File: src/rtl/ctt_pkg.sv
// Shared constants and the control-byte layout for the cascaded interval timer.
package ctt_pkg;
    localparam int BYTE_W       = 8;
    localparam int CNT_W        = 8;
    localparam int ADDR_W       = 2;
    localparam int IVL_SEL_W    = 3;
    localparam int LCD_SEL_W    = 2;
    localparam int IVL_TAP_BASE = 0;
    localparam int LCD_TAP_BASE = 4;

    typedef enum logic [ADDR_W-1:0] {
        A_CTRL   = 2'd0,
        A_STAT   = 2'd1,
        A_CNT_LO = 2'd2,
        A_CNT_HI = 2'd3
    } addr_e;

    // Control byte, MSB first: source, hold, divide, frame code, interval code.
    typedef struct packed {
        logic                 src_fast;
        logic                 hold;
        logic                 div_sel;
        logic [LCD_SEL_W-1:0] lcd_sel;
        logic [IVL_SEL_W-1:0] ivl_sel;
    } ctrl_t;
endpackage

File: src/rtl/ctt_stage.sv
// One counter stage with a bus load port and a selectable carry tap.
// wrap fires when an increment rolls the whole counter over. tap_evt fires
// when an increment carries out of bit BASE+sel. A load suppresses both.
// Assumes inc and load are single-cycle qualifiers on the system clock.
module ctt_stage #(
    parameter int W     = 8,
    parameter int SEL_W = 3,
    parameter int BASE  = 0
) (
    input  logic             clk,
    input  logic             rst_n,
    input  logic             load,
    input  logic [W-1:0]     load_val,
    input  logic             inc,
    input  logic [SEL_W-1:0] sel,
    output logic [W-1:0]     count,
    output logic             wrap,
    output logic             tap_evt
);
    logic low_ones;
    logic step;

    assign step = inc && !load;

    // Counter register: a load beats an increment.
    always_ff @(posedge clk) begin
        if (!rst_n)     count <= '0;
        else if (load)  count <= load_val;
        else if (inc)   count <= count + 1'b1;
    end

    // Check that every bit up to the tapped position is one.
    always_comb begin
        low_ones = 1'b1;
        for (int i = 0; i < W; i++) begin
            if (i <= BASE + int'(sel)) low_ones = low_ones & count[i];
        end
    end

    // Carry events derived from the current count and the step.
    assign wrap    = step && (&count);
    assign tap_evt = step && low_ones;
endmodule

File: src/rtl/ctt_regs.sv
// Register file: control byte, sticky flag with its enable, and read mux.
// Count registers live in the stages; this block only decodes their writes.
// Assumes bus_wr is a single-cycle strobe; reads are combinational.
module ctt_regs import ctt_pkg::*; (
    input  logic              clk,
    input  logic              rst_n,
    input  logic              bus_wr,
    input  logic [ADDR_W-1:0] bus_addr,
    input  logic [BYTE_W-1:0] bus_wdata,
    input  logic [CNT_W-1:0]  cnt_lo,
    input  logic [CNT_W-1:0]  cnt_hi,
    input  logic              ivl_evt,
    output ctrl_t             ctrl,
    output logic              flag,
    output logic              irq_en,
    output logic              wr_lo,
    output logic              wr_hi,
    output logic [BYTE_W-1:0] rdata
);
    logic wr_ctrl;
    logic wr_stat;

    // Address decode for writes.
    assign wr_ctrl = bus_wr && (bus_addr == A_CTRL);
    assign wr_stat = bus_wr && (bus_addr == A_STAT);
    assign wr_lo   = bus_wr && (bus_addr == A_CNT_LO);
    assign wr_hi   = bus_wr && (bus_addr == A_CNT_HI);

    // Control byte storage.
    always_ff @(posedge clk) begin
        if (!rst_n)       ctrl <= '0;
        else if (wr_ctrl) ctrl <= ctrl_t'(bus_wdata);
    end

    // Interrupt enable storage.
    always_ff @(posedge clk) begin
        if (!rst_n)       irq_en <= 1'b0;
        else if (wr_stat) irq_en <= bus_wdata[1];
    end

    // Sticky flag: a new event wins over a software clear.
    always_ff @(posedge clk) begin
        if (!rst_n)                        flag <= 1'b0;
        else if (ivl_evt)                  flag <= 1'b1;
        else if (wr_stat && !bus_wdata[0]) flag <= 1'b0;
    end

    // Read mux.
    always_comb begin
        unique case (bus_addr)
            A_CTRL:   rdata = BYTE_W'(ctrl);
            A_STAT:   rdata = {{(BYTE_W-2){1'b0}}, irq_en, flag};
            A_CNT_LO: rdata = cnt_lo;
            default:  rdata = cnt_hi;
        endcase
    end
endmodule

File: src/rtl/cascade_tick_timer.sv
// Top level of the cascaded interval timer.
// Picks the increment sources for both stages, applies hold, registers the
// frame strobe and gates the interrupt. Assumes slow_tick and fast_tick are
// single-cycle enables in the clk domain.
module cascade_tick_timer import ctt_pkg::*; (
    input  logic              clk,
    input  logic              rst_n,
    input  logic              slow_tick,
    input  logic              fast_tick,
    input  logic              bus_wr,
    input  logic [ADDR_W-1:0] bus_addr,
    input  logic [BYTE_W-1:0] bus_wdata,
    output logic [BYTE_W-1:0] bus_rdata,
    output logic              lcd_strobe,
    output logic              irq_flag,
    output logic              irq
);
    ctrl_t             ctrl_q;
    logic              irq_en;
    logic              wr_lo, wr_hi;
    logic [CNT_W-1:0]  cnt1_q, cnt2_q;
    logic              inc1, inc2, src2;
    logic              wrap1, wrap2;
    logic              lcd_evt, ivl_evt;

    // First stage source and hold gating.
    assign inc1 = (ctrl_q.src_fast ? fast_tick : slow_tick) && !ctrl_q.hold;

    // Second stage source: fast, first-stage wrap, or slow.
    assign src2 = ctrl_q.src_fast ? fast_tick
                : (ctrl_q.div_sel ? wrap1 : slow_tick);
    assign inc2 = src2 && !(ctrl_q.hold && ctrl_q.div_sel);

    ctt_regs u_regs (
        .clk       (clk),
        .rst_n     (rst_n),
        .bus_wr    (bus_wr),
        .bus_addr  (bus_addr),
        .bus_wdata (bus_wdata),
        .cnt_lo    (cnt1_q),
        .cnt_hi    (cnt2_q),
        .ivl_evt   (ivl_evt),
        .ctrl      (ctrl_q),
        .flag      (irq_flag),
        .irq_en    (irq_en),
        .wr_lo     (wr_lo),
        .wr_hi     (wr_hi),
        .rdata     (bus_rdata)
    );

    ctt_stage #(.W(CNT_W), .SEL_W(LCD_SEL_W), .BASE(LCD_TAP_BASE)) u_stage1 (
        .clk      (clk),
        .rst_n    (rst_n),
        .load     (wr_lo),
        .load_val (bus_wdata),
        .inc      (inc1),
        .sel      (ctrl_q.lcd_sel),
        .count    (cnt1_q),
        .wrap     (wrap1),
        .tap_evt  (lcd_evt)
    );

    ctt_stage #(.W(CNT_W), .SEL_W(IVL_SEL_W), .BASE(IVL_TAP_BASE)) u_stage2 (
        .clk      (clk),
        .rst_n    (rst_n),
        .load     (wr_hi),
        .load_val (bus_wdata),
        .inc      (inc2),
        .sel      (ctrl_q.ivl_sel),
        .count    (cnt2_q),
        .wrap     (wrap2),
        .tap_evt  (ivl_evt)
    );

    // Frame strobe register.
    always_ff @(posedge clk) begin
        if (!rst_n) lcd_strobe <= 1'b0;
        else        lcd_strobe <= lcd_evt;
    end

    // Masked interrupt request.
    assign irq = irq_flag && irq_en;

    logic unused_wrap2;
    assign unused_wrap2 = wrap2;
endmodule

File: config.mk
export PLATFORM = sky130hd
export DESIGN_NAME = cascade_tick_timer
export DESIGN_NICKNAME = d
export VERILOG_FILES = /design/src/rtl/ctt_pkg.sv /design/src/rtl/ctt_stage.sv /design/src/rtl/ctt_regs.sv /design/src/rtl/cascade_tick_timer.sv
export SDC_FILE = /design/constraint.sdc
export NUM_CORES = 1
export LEC_CHECK = 0
export ABC_AREA = 0
export BUFFER_PORTS_ARGS = -buffer_cell sky130_fd_sc_hd__buf_2
export CAP_MARGIN = 20
export CORE_MARGIN = 2
export CORE_UTILIZATION = 40
export CTS_CLUSTER_DIAMETER = 30
export DETAILED_ROUTE_END_ITERATION = 12
export GPL_TIMING_DRIVEN = 0
export PLACE_DENSITY = 0.62
export SYNTH_ARGS = -nofsm -noshare
export SYNTH_HDL_FRONTEND = slang
export SYNTH_SLANG_ARGS = --single-unit
File: constraint.sdc
create_clock -name clk -period 2.55 [get_ports clk]
set_input_delay 0.3825 -clock clk [delete_from_list [all_inputs] [get_ports clk]]
set_output_delay 0.3825 -clock clk [all_outputs]
set_load 0.02 [all_outputs]
==> flow_summary.json, run 1 <==
{
  "status": "finished, final reports clean",
  "worstMarginPinSlew_ps": 672,
  "drtIter0Drc": 87,
  "grtUsageMet3": 0.0220,
  "cts.clk_slew.worst_paths_ps": 90,
  "async_flop_share": 0,
  "synth_commonest_cells": "dfxtp_1 (27), nor2_1 (26), o21ai_0 (14)",
  "area_delta_synth_final_pct": 14.5,
  "crit_start": "u_stage1.count[0]$_SDFFE_PN0P_",
  "drv_slew": 0,
  "combPwrFrac": 0.187,
  "via_per_inst": 5.81,
  "crit_type": "reg2reg",
  "startpoint_type": "flip-flop",
  "nets": 234,
  "io_pins": 26,
  "dpl.hpwl_um": 3200,
  "dpl_worst_slack_ps": 101,
  "setup_tns_ps": 0,
  "n_antenna_cell": 0,
  "critPathRequiredTime_ps": 2750,
  "floorplan.initialDensity": 0.424,
  "postCtsSetupRepairBufs": 0,
  "min_period_ps": 2440,
  "cts.htree.levels": 1,
  "worstPathCellList": "ha_1 > nand3_1 > or4_4 > o31a_1 > buf_6 > or3_1 > a311oi_1",
  "leakage_nw": 0.681,
  "grt_overflow": 0,
  "finalSetupViolations": 0,
  "pwr-share-clk": 0.278,
  "slew_headroom": 0.552,
  "synth_top_area_share": 0.343,
  "synth.most_common_cell": "dfxtp_1",
  "drt-pass1-iter-count": 4,
  "holdWs_ps": 373,
  "synth-edff-count": 0,
  "syn_nets": 205,
  "coreArea_um2": 3720,
  "hp-class": "in2reg",
  "rows": 22,
  "ant_nets": 0,
  "critPathMaxStageDelay_ps": 450,
  "numCtsBuffers": 3,
  "period_share": 0.958,
  "ys_top_cells_by_area": "dfxtp_1 (34%), nor2_1 (6.2%), mux2i_1 (5.7%)",
  "cp_slowest_cell": "or4_4",
  "p_int_mw": 0.629,
  "io_buffers": 24,
  "fin_ws_ps": 108,
  "die_area_um2": 4460,
  "maxCapViolCount": 0,
  "avgSynthCellArea_um2": 8.43,
  "crit_arrival_ps": 2640,
  "drt_wl_total_um": 4370,
  "grt.busiest_layer": "met2",
  "dieWidth_um": 66.8,
  "power.density_nw_per_um2": 496,
  "pwr-share-seq": 0.535,
  "worstHoldStart": "bus_wdata[6]",
  "synth_ff_type": "dfxtp_1",
  "synth.cell_area_um2": 1580,
  "skew_ps": 4.86,
  "power_switching_mw": 0.266,
  "grt_max_degree": 15,
  "tritoncts": "built",
  "drive_gt1_frac": 0.177,
  "synth_top_area_cell": "dfxtp_1",
  "grt_setup_unrepaired": "no",
  "clk_path_buf_depth": 2,
  "synth-seq-cells": 27,
  "rr_startpoint": "u_stage1.count[0]$_SDFFE_PN0P_",
  "setup.worst_path.end_class": "flip-flop",
  "synth_warnings": 0,
  "grtUsageMet1": 0.309,
  "gp_congestion": 0.896,
  "first_global_vias": 1356,
  "root_buffer": "clkbuf_8",
  "drc": 0,
  "fill_cells": 399,
  "finalHoldViolations": 0,
  "vdd.ir_drop.worst_mv": 0.334,
  "grt_pass1_wl_um": 6980,
  "wire_per_inst_um": 16.6,
  "antenna_found_initial": 0,
  "dieHeight_um": 66.8,
  "clkLatencyLatePin_ps": 280,
  "crit_fanout": 10,
  "syn_inst": 187,
  "synth-seq-area-share": 0.343,
  "grt_use_met2": 0.321,
  "max_freq_ghz": 0.410,
  "vias": 1528,
  "p_sw_frac": 0.297,
  "grt_usage": 0.212,
  "cts_sinks": 27,
  "yosysUniqueCellTypes": 41
}
-- worst max-delay path: cells and delay by family, from the launching register on --
family	cells	cell delay (ps)
buffers and inverters	1	180
adder cells (fa/ha/maj)	1	240
AO/OA/AOI/OAI	2	620
flip-flops	1	430
AND/OR/NAND/NOR	3	890
-- placed cells by master (no fill, tap or decap), types with 2 or more instances in the layout --
cell type | synthesis | layout
inv_1 | 4 | 4
clkbuf_1 | 7 | 8
xnor2_1 | 5 | 5
nand2_1 | 13 | 13
a211oi_1 | 6 | 6
nand4_1 | 3 | 3
o21ai_0 | 14 | 14
and2_1 | 2 | 2
buf_2 | 0 | 24
clkbuf_8 | 0 | 3
xor2_1 | 2 | 2
buf_1 | 2 | 2
a22o_1 | 6 | 6
nor3_1 | 3 | 3
o31ai_1 | 2 | 2
a21oi_1 | 8 | 8
a311oi_1 | 4 | 4
or4_1 | 2 | 2
mux2_2 | 6 | 6
or3_1 | 3 | 3
nor2_1 | 26 | 26
mux4_2 | 2 | 2
ha_1 | 3 | 3
a31oi_1 | 2 | 2
nand3_1 | 8 | 8
and3_1 | 2 | 2
dfxtp_1 | 27 | 27
mux2i_1 | 9 | 8
nand3b_1 | 2 | 2
-- through the flow --
step	total power, mW	utilization	cells	cell area [um^2]
finish	0.895	0.486	263	1810
global route	0.933	0.486	263	1810
CTS	0.900	0.485	263	1800
detailed placement	0.652	0.473	259	1760
global placement	0.651	0.473	259	1760
floorplan	0.591	-	187	1580
-- cell families after synthesis --
group / after synthesis / synth area share
compound gates: 49 / 0.209
xor+xnor: 7 / 0.0389
fa+ha+maj: 3 / 0.0238
buf+inv: 14 / 0.0381
flops: 27 / 0.343
mux: 17 / 0.129
simple gates: 70 / 0.219
-- metal layers --
| metal | share of wire | up-vias |
|---|---|---|
| li1 | - | 753 |
| met1 | 0.50 | 727 |
| met2 | 0.44 | 43 |
| met3 | 0.052 | 5 |
| met4 | 0.014 | 0 |
| met5 | 0 | - |
-- power groups by stage --
| stage | Combinational, mW | Clock (mW) | Sequential, mW |
|---|---|---|---|
| after floorplan | 0.113 | 0 | 0.478 |
| after global placement | 0.163 | 0 | 0.488 |
| after CTS | 0.165 | 0.256 | 0.478 |
| after detailed placement | 0.164 | 0 | 0.488 |
| after global routing | 0.184 | 0.265 | 0.483 |
| final | 0.167 | 0.249 | 0.479 |
-- what timing repair did --
action | CTS | global route
hold buffers | 0 | 0
gates resized for setup | 0 | 1
setup endpoints to repair | 0 | 1
-- flip-flops by register name, indices dropped and copies added (netlist names) --
signal and flops:
u_stage1.count 8, u_regs.flag 1, lcd_strobe 1, u_stage2.count 8, u_regs.ctrl 8, u_regs.irq_en 1
-- layout make-up --
type,instances,area [um^2],area share
clock buffer,4,45.0,0.0249
tap,48,60.1,0.0333
multi-input combinational,146,980,0.543
buffer,10,45.0,0.0249
sequential,27,541,0.299
timing repair buffer,24,120,0.0665
inverter,4,15.0,0.00832
-- worst paths after layout --
check                           cells past startpoint                             end  slack [ps]
worst max-delay path                                7  u_stage2.count[5]$_SDFFE_PN0P_         110
worst min-delay path                                3     u_regs.ctrl[6]$_SDFFE_PN0P_         370
worst max register to register                      7  u_stage2.count[5]$_SDFFE_PN0P_         110
worst min register to register                      2      u_regs.irq_en$_SDFFE_PN0P_         530
No activity file was read; power rests on OpenSTA's default activity.
==> run 2: changes to the inputs <==
--- a/config.mk
+++ b/config.mk
@@ -9,11 +9,11 @@
 export BUFFER_PORTS_ARGS = -buffer_cell sky130_fd_sc_hd__buf_2
 export CAP_MARGIN = 20
 export CORE_MARGIN = 2
-export CORE_UTILIZATION = 40
+export CORE_UTILIZATION = 34
 export CTS_CLUSTER_DIAMETER = 30
 export DETAILED_ROUTE_END_ITERATION = 12
 export GPL_TIMING_DRIVEN = 0
-export PLACE_DENSITY = 0.62
+export PLACE_DENSITY = 0.55
 export SYNTH_ARGS = -nofsm -noshare
 export SYNTH_HDL_FRONTEND = slang
 export SYNTH_SLANG_ARGS = --single-unit
==> run 2 against run 1 <==
Effect of this change: via count grew 1.2%; sequential power about the same; cell count rose by 1.5%; cell area rose by 0.42%; largest power group unchanged; clock-buffer cell count shrank 1; routed wire length rose by 3.1%; sequential cell count unchanged; highest routed layer unchanged.
==> flow_summary.json, run 2 (synthesis results as in run 1) <==
{
  "worstPathCellList": "ha_1 > nand3_1 > or4_4 > o31a_1 > buf_6 > or3_1 > a311oi_1",
  "fin_ws_ps": 116,
  "postCtsSetupRepairBufs": 0,
  "dieWidth_um": 72.1,
  "cts.htree.levels": 1,
  "n_antenna_cell": 0,
  "floorplan.initialDensity": 0.357,
  "combPwrFrac": 0.187,
  "slew_headroom": 0.514,
  "crit_buf_inv": 1,
  "clkLatencyLatePin_ps": 280,
  "rrSetupSlack_ps": 120,
  "nets": 234,
  "dpl_worst_slack_ps": 80.6,
  "grtUsageMet1": 0.242,
  "grt_use_met2": 0.301,
  "tritoncts": "built",
  "period_share": 0.955,
  "area_delta_synth_final_pct": 15.0,
  "io_pins": 26,
  "grt_overflow": 0,
  "io_buffers": 24,
  "pwr-share-seq": 0.535,
  "skew_ps": 3.89,
  "max_freq_ghz": 0.411,
  "critPathMaxStageDelay_ps": 450,
  "cts_sinks": 27,
  "final_cell_mix": "nor2_1 (26), dfxtp_1 (26), buf_2 (24), o21ai_0 (14), nand2_1 (13)",
  "vdd.ir_drop.worst_mv": 0.349,
  "grt.busiest_layer": "met2",
  "placed_area_um2": 1760,
  "die_area_um2": 5200,
  "root_buffer": "clkbuf_8",
  "antenna_found_initial": 0,
  "min_period_ps": 2430,
  "p_total_mw": 0.896,
  "finalSetupViolations": 0,
  "grt_pass1_wl_um": 7250,
  "drtIter0Drc": 110,
  "crit_fanout": 10,
  "drt-pass1-iter-count": 4,
  "startpoint_type": "flip-flop",
  "crit_arrival_ps": 2620,
  "leakage_nw": 0.684,
  "numCtsBuffers": 3,
  "coreArea_um2": 4410,
  "first_global_vias": 1464,
  "holdWs_ps": 368,
  "rows": 24,
  "cp_slowest_cell": "or4_4",
  "fill_cells": 465,
  "finalHoldViolations": 0,
  "setup.worst_path.end_class": "flip-flop",
  "p_sw_frac": 0.300,
  "gp_congestion": 0.782,
  "power_switching_mw": 0.269,
  "clk_path_buf_depth": 2,
  "drive_gt1_frac": 0.186,
  "critPathRequiredTime_ps": 2730,
  "drv_slew": 0,
  "vias": 1547,
  "drc": 0,
  "worstMarginPinSlew_ps": 729,
  "path_delay_family": "simple AND/OR/NAND/NOR gates",
  "dieHeight_um": 72.1,
  "power.density_nw_per_um2": 494,
  "cts.clk_slew.worst_paths_ps": 90,
  "maxCapViolCount": 0,
  "p_int_mw": 0.627,
  "grt_max_degree": 16,
  "via_per_inst": 5.79,
  "grt_setup_unrepaired": "no",
  "grtUsageMet3": 0.0375,
  "largestRegisters": "u_regs.ctrl x8, u_stage1.count x8, u_stage2.count x8",
  "hp-class": "in2reg",
  "pwr-share-clk": 0.278,
  "dpl.hpwl_um": 3400,
  "grt_usage": 0.181,
  "ant_nets": 0,
  "fin_area_um2": 1810,
  "setup_tns_ps": 0,
  "drt_wl_total_um": 4500,
  "wire_per_inst_um": 16.9,
  "crit_type": "reg2reg",
  "status": "finished, final reports clean"
}
## run 2: worst paths after layout
path	start	end	cells after the start
max	u_stage1.count[1]$_SDFFE_PN0P_	u_stage2.count[5]$_SDFFE_PN0P_	7
min	bus_wdata[4]	u_regs.ctrl[4]$_SDFFE_PN0P_	3
max reg2reg	u_stage1.count[1]$_SDFFE_PN0P_	u_stage2.count[5]$_SDFFE_PN0P_	7
min reg2reg	u_stage2.count[6]$_SDFFE_PN0P_	u_stage2.count[6]$_SDFFE_PN0P_	2
## run 2: tightest hold or removal path: cells and delay by family
family,cells,cell delay (ps)
buffers and inverters,1,110
AOI/OAI and AO/OA,1,60
and+or+nand+nor,1,70
## run 2: power groups by stage
stage | registers, mW | logic (mW) | clock network, mW
6_report | 0.479 | 0.167 | 0.249
5_1_grt | 0.483 | 0.184 | 0.267
3_3_place_gp | 0.488 | 0.166 | 0
4_1_cts | 0.478 | 0.166 | 0.256
2_1_floorplan | 0.478 | 0.113 | 0
3_5_place_dp | 0.487 | 0.166 | 0
## run 2: what timing repair did
action | in CTS | in global routing
hold buffers | 0 | 0
endpoints found under the setup margin | 0 | 1
resized for setup | 0 | 2
## run 2: metal layers
| layer | wire (um) | vias up |
|---|---|---|
| met4 | 34 | 0 |
| met3 | 166 | 4 |
| met2 | 2190 | 30 |
| met1 | 2110 | 757 |
| li1 | - | 756 |
| met5 | 0 | - |
## run 2: area by class of cell
type / instances / area (um^2) / area share
clock buffers: 3 / 41.3 / 0.0228
repair buffers: 24 / 120 / 0.0663
plain buffers: 10 / 45.0 / 0.0248
well taps: 52 / 65.1 / 0.0359
flip-flops and latches: 27 / 542 / 0.299
inverters: 4 / 15.0 / 0.00828
multi-input cells: 146 / 980 / 0.540
clock inverters: 1 / 5.00 / 0.00276
## run 2: per-stage QoR
stage                util  instances
floorplan               -        187
global placement    0.399        263
detailed placement  0.399        263
CTS                 0.410        267
global route        0.411        267
finish              0.411        267
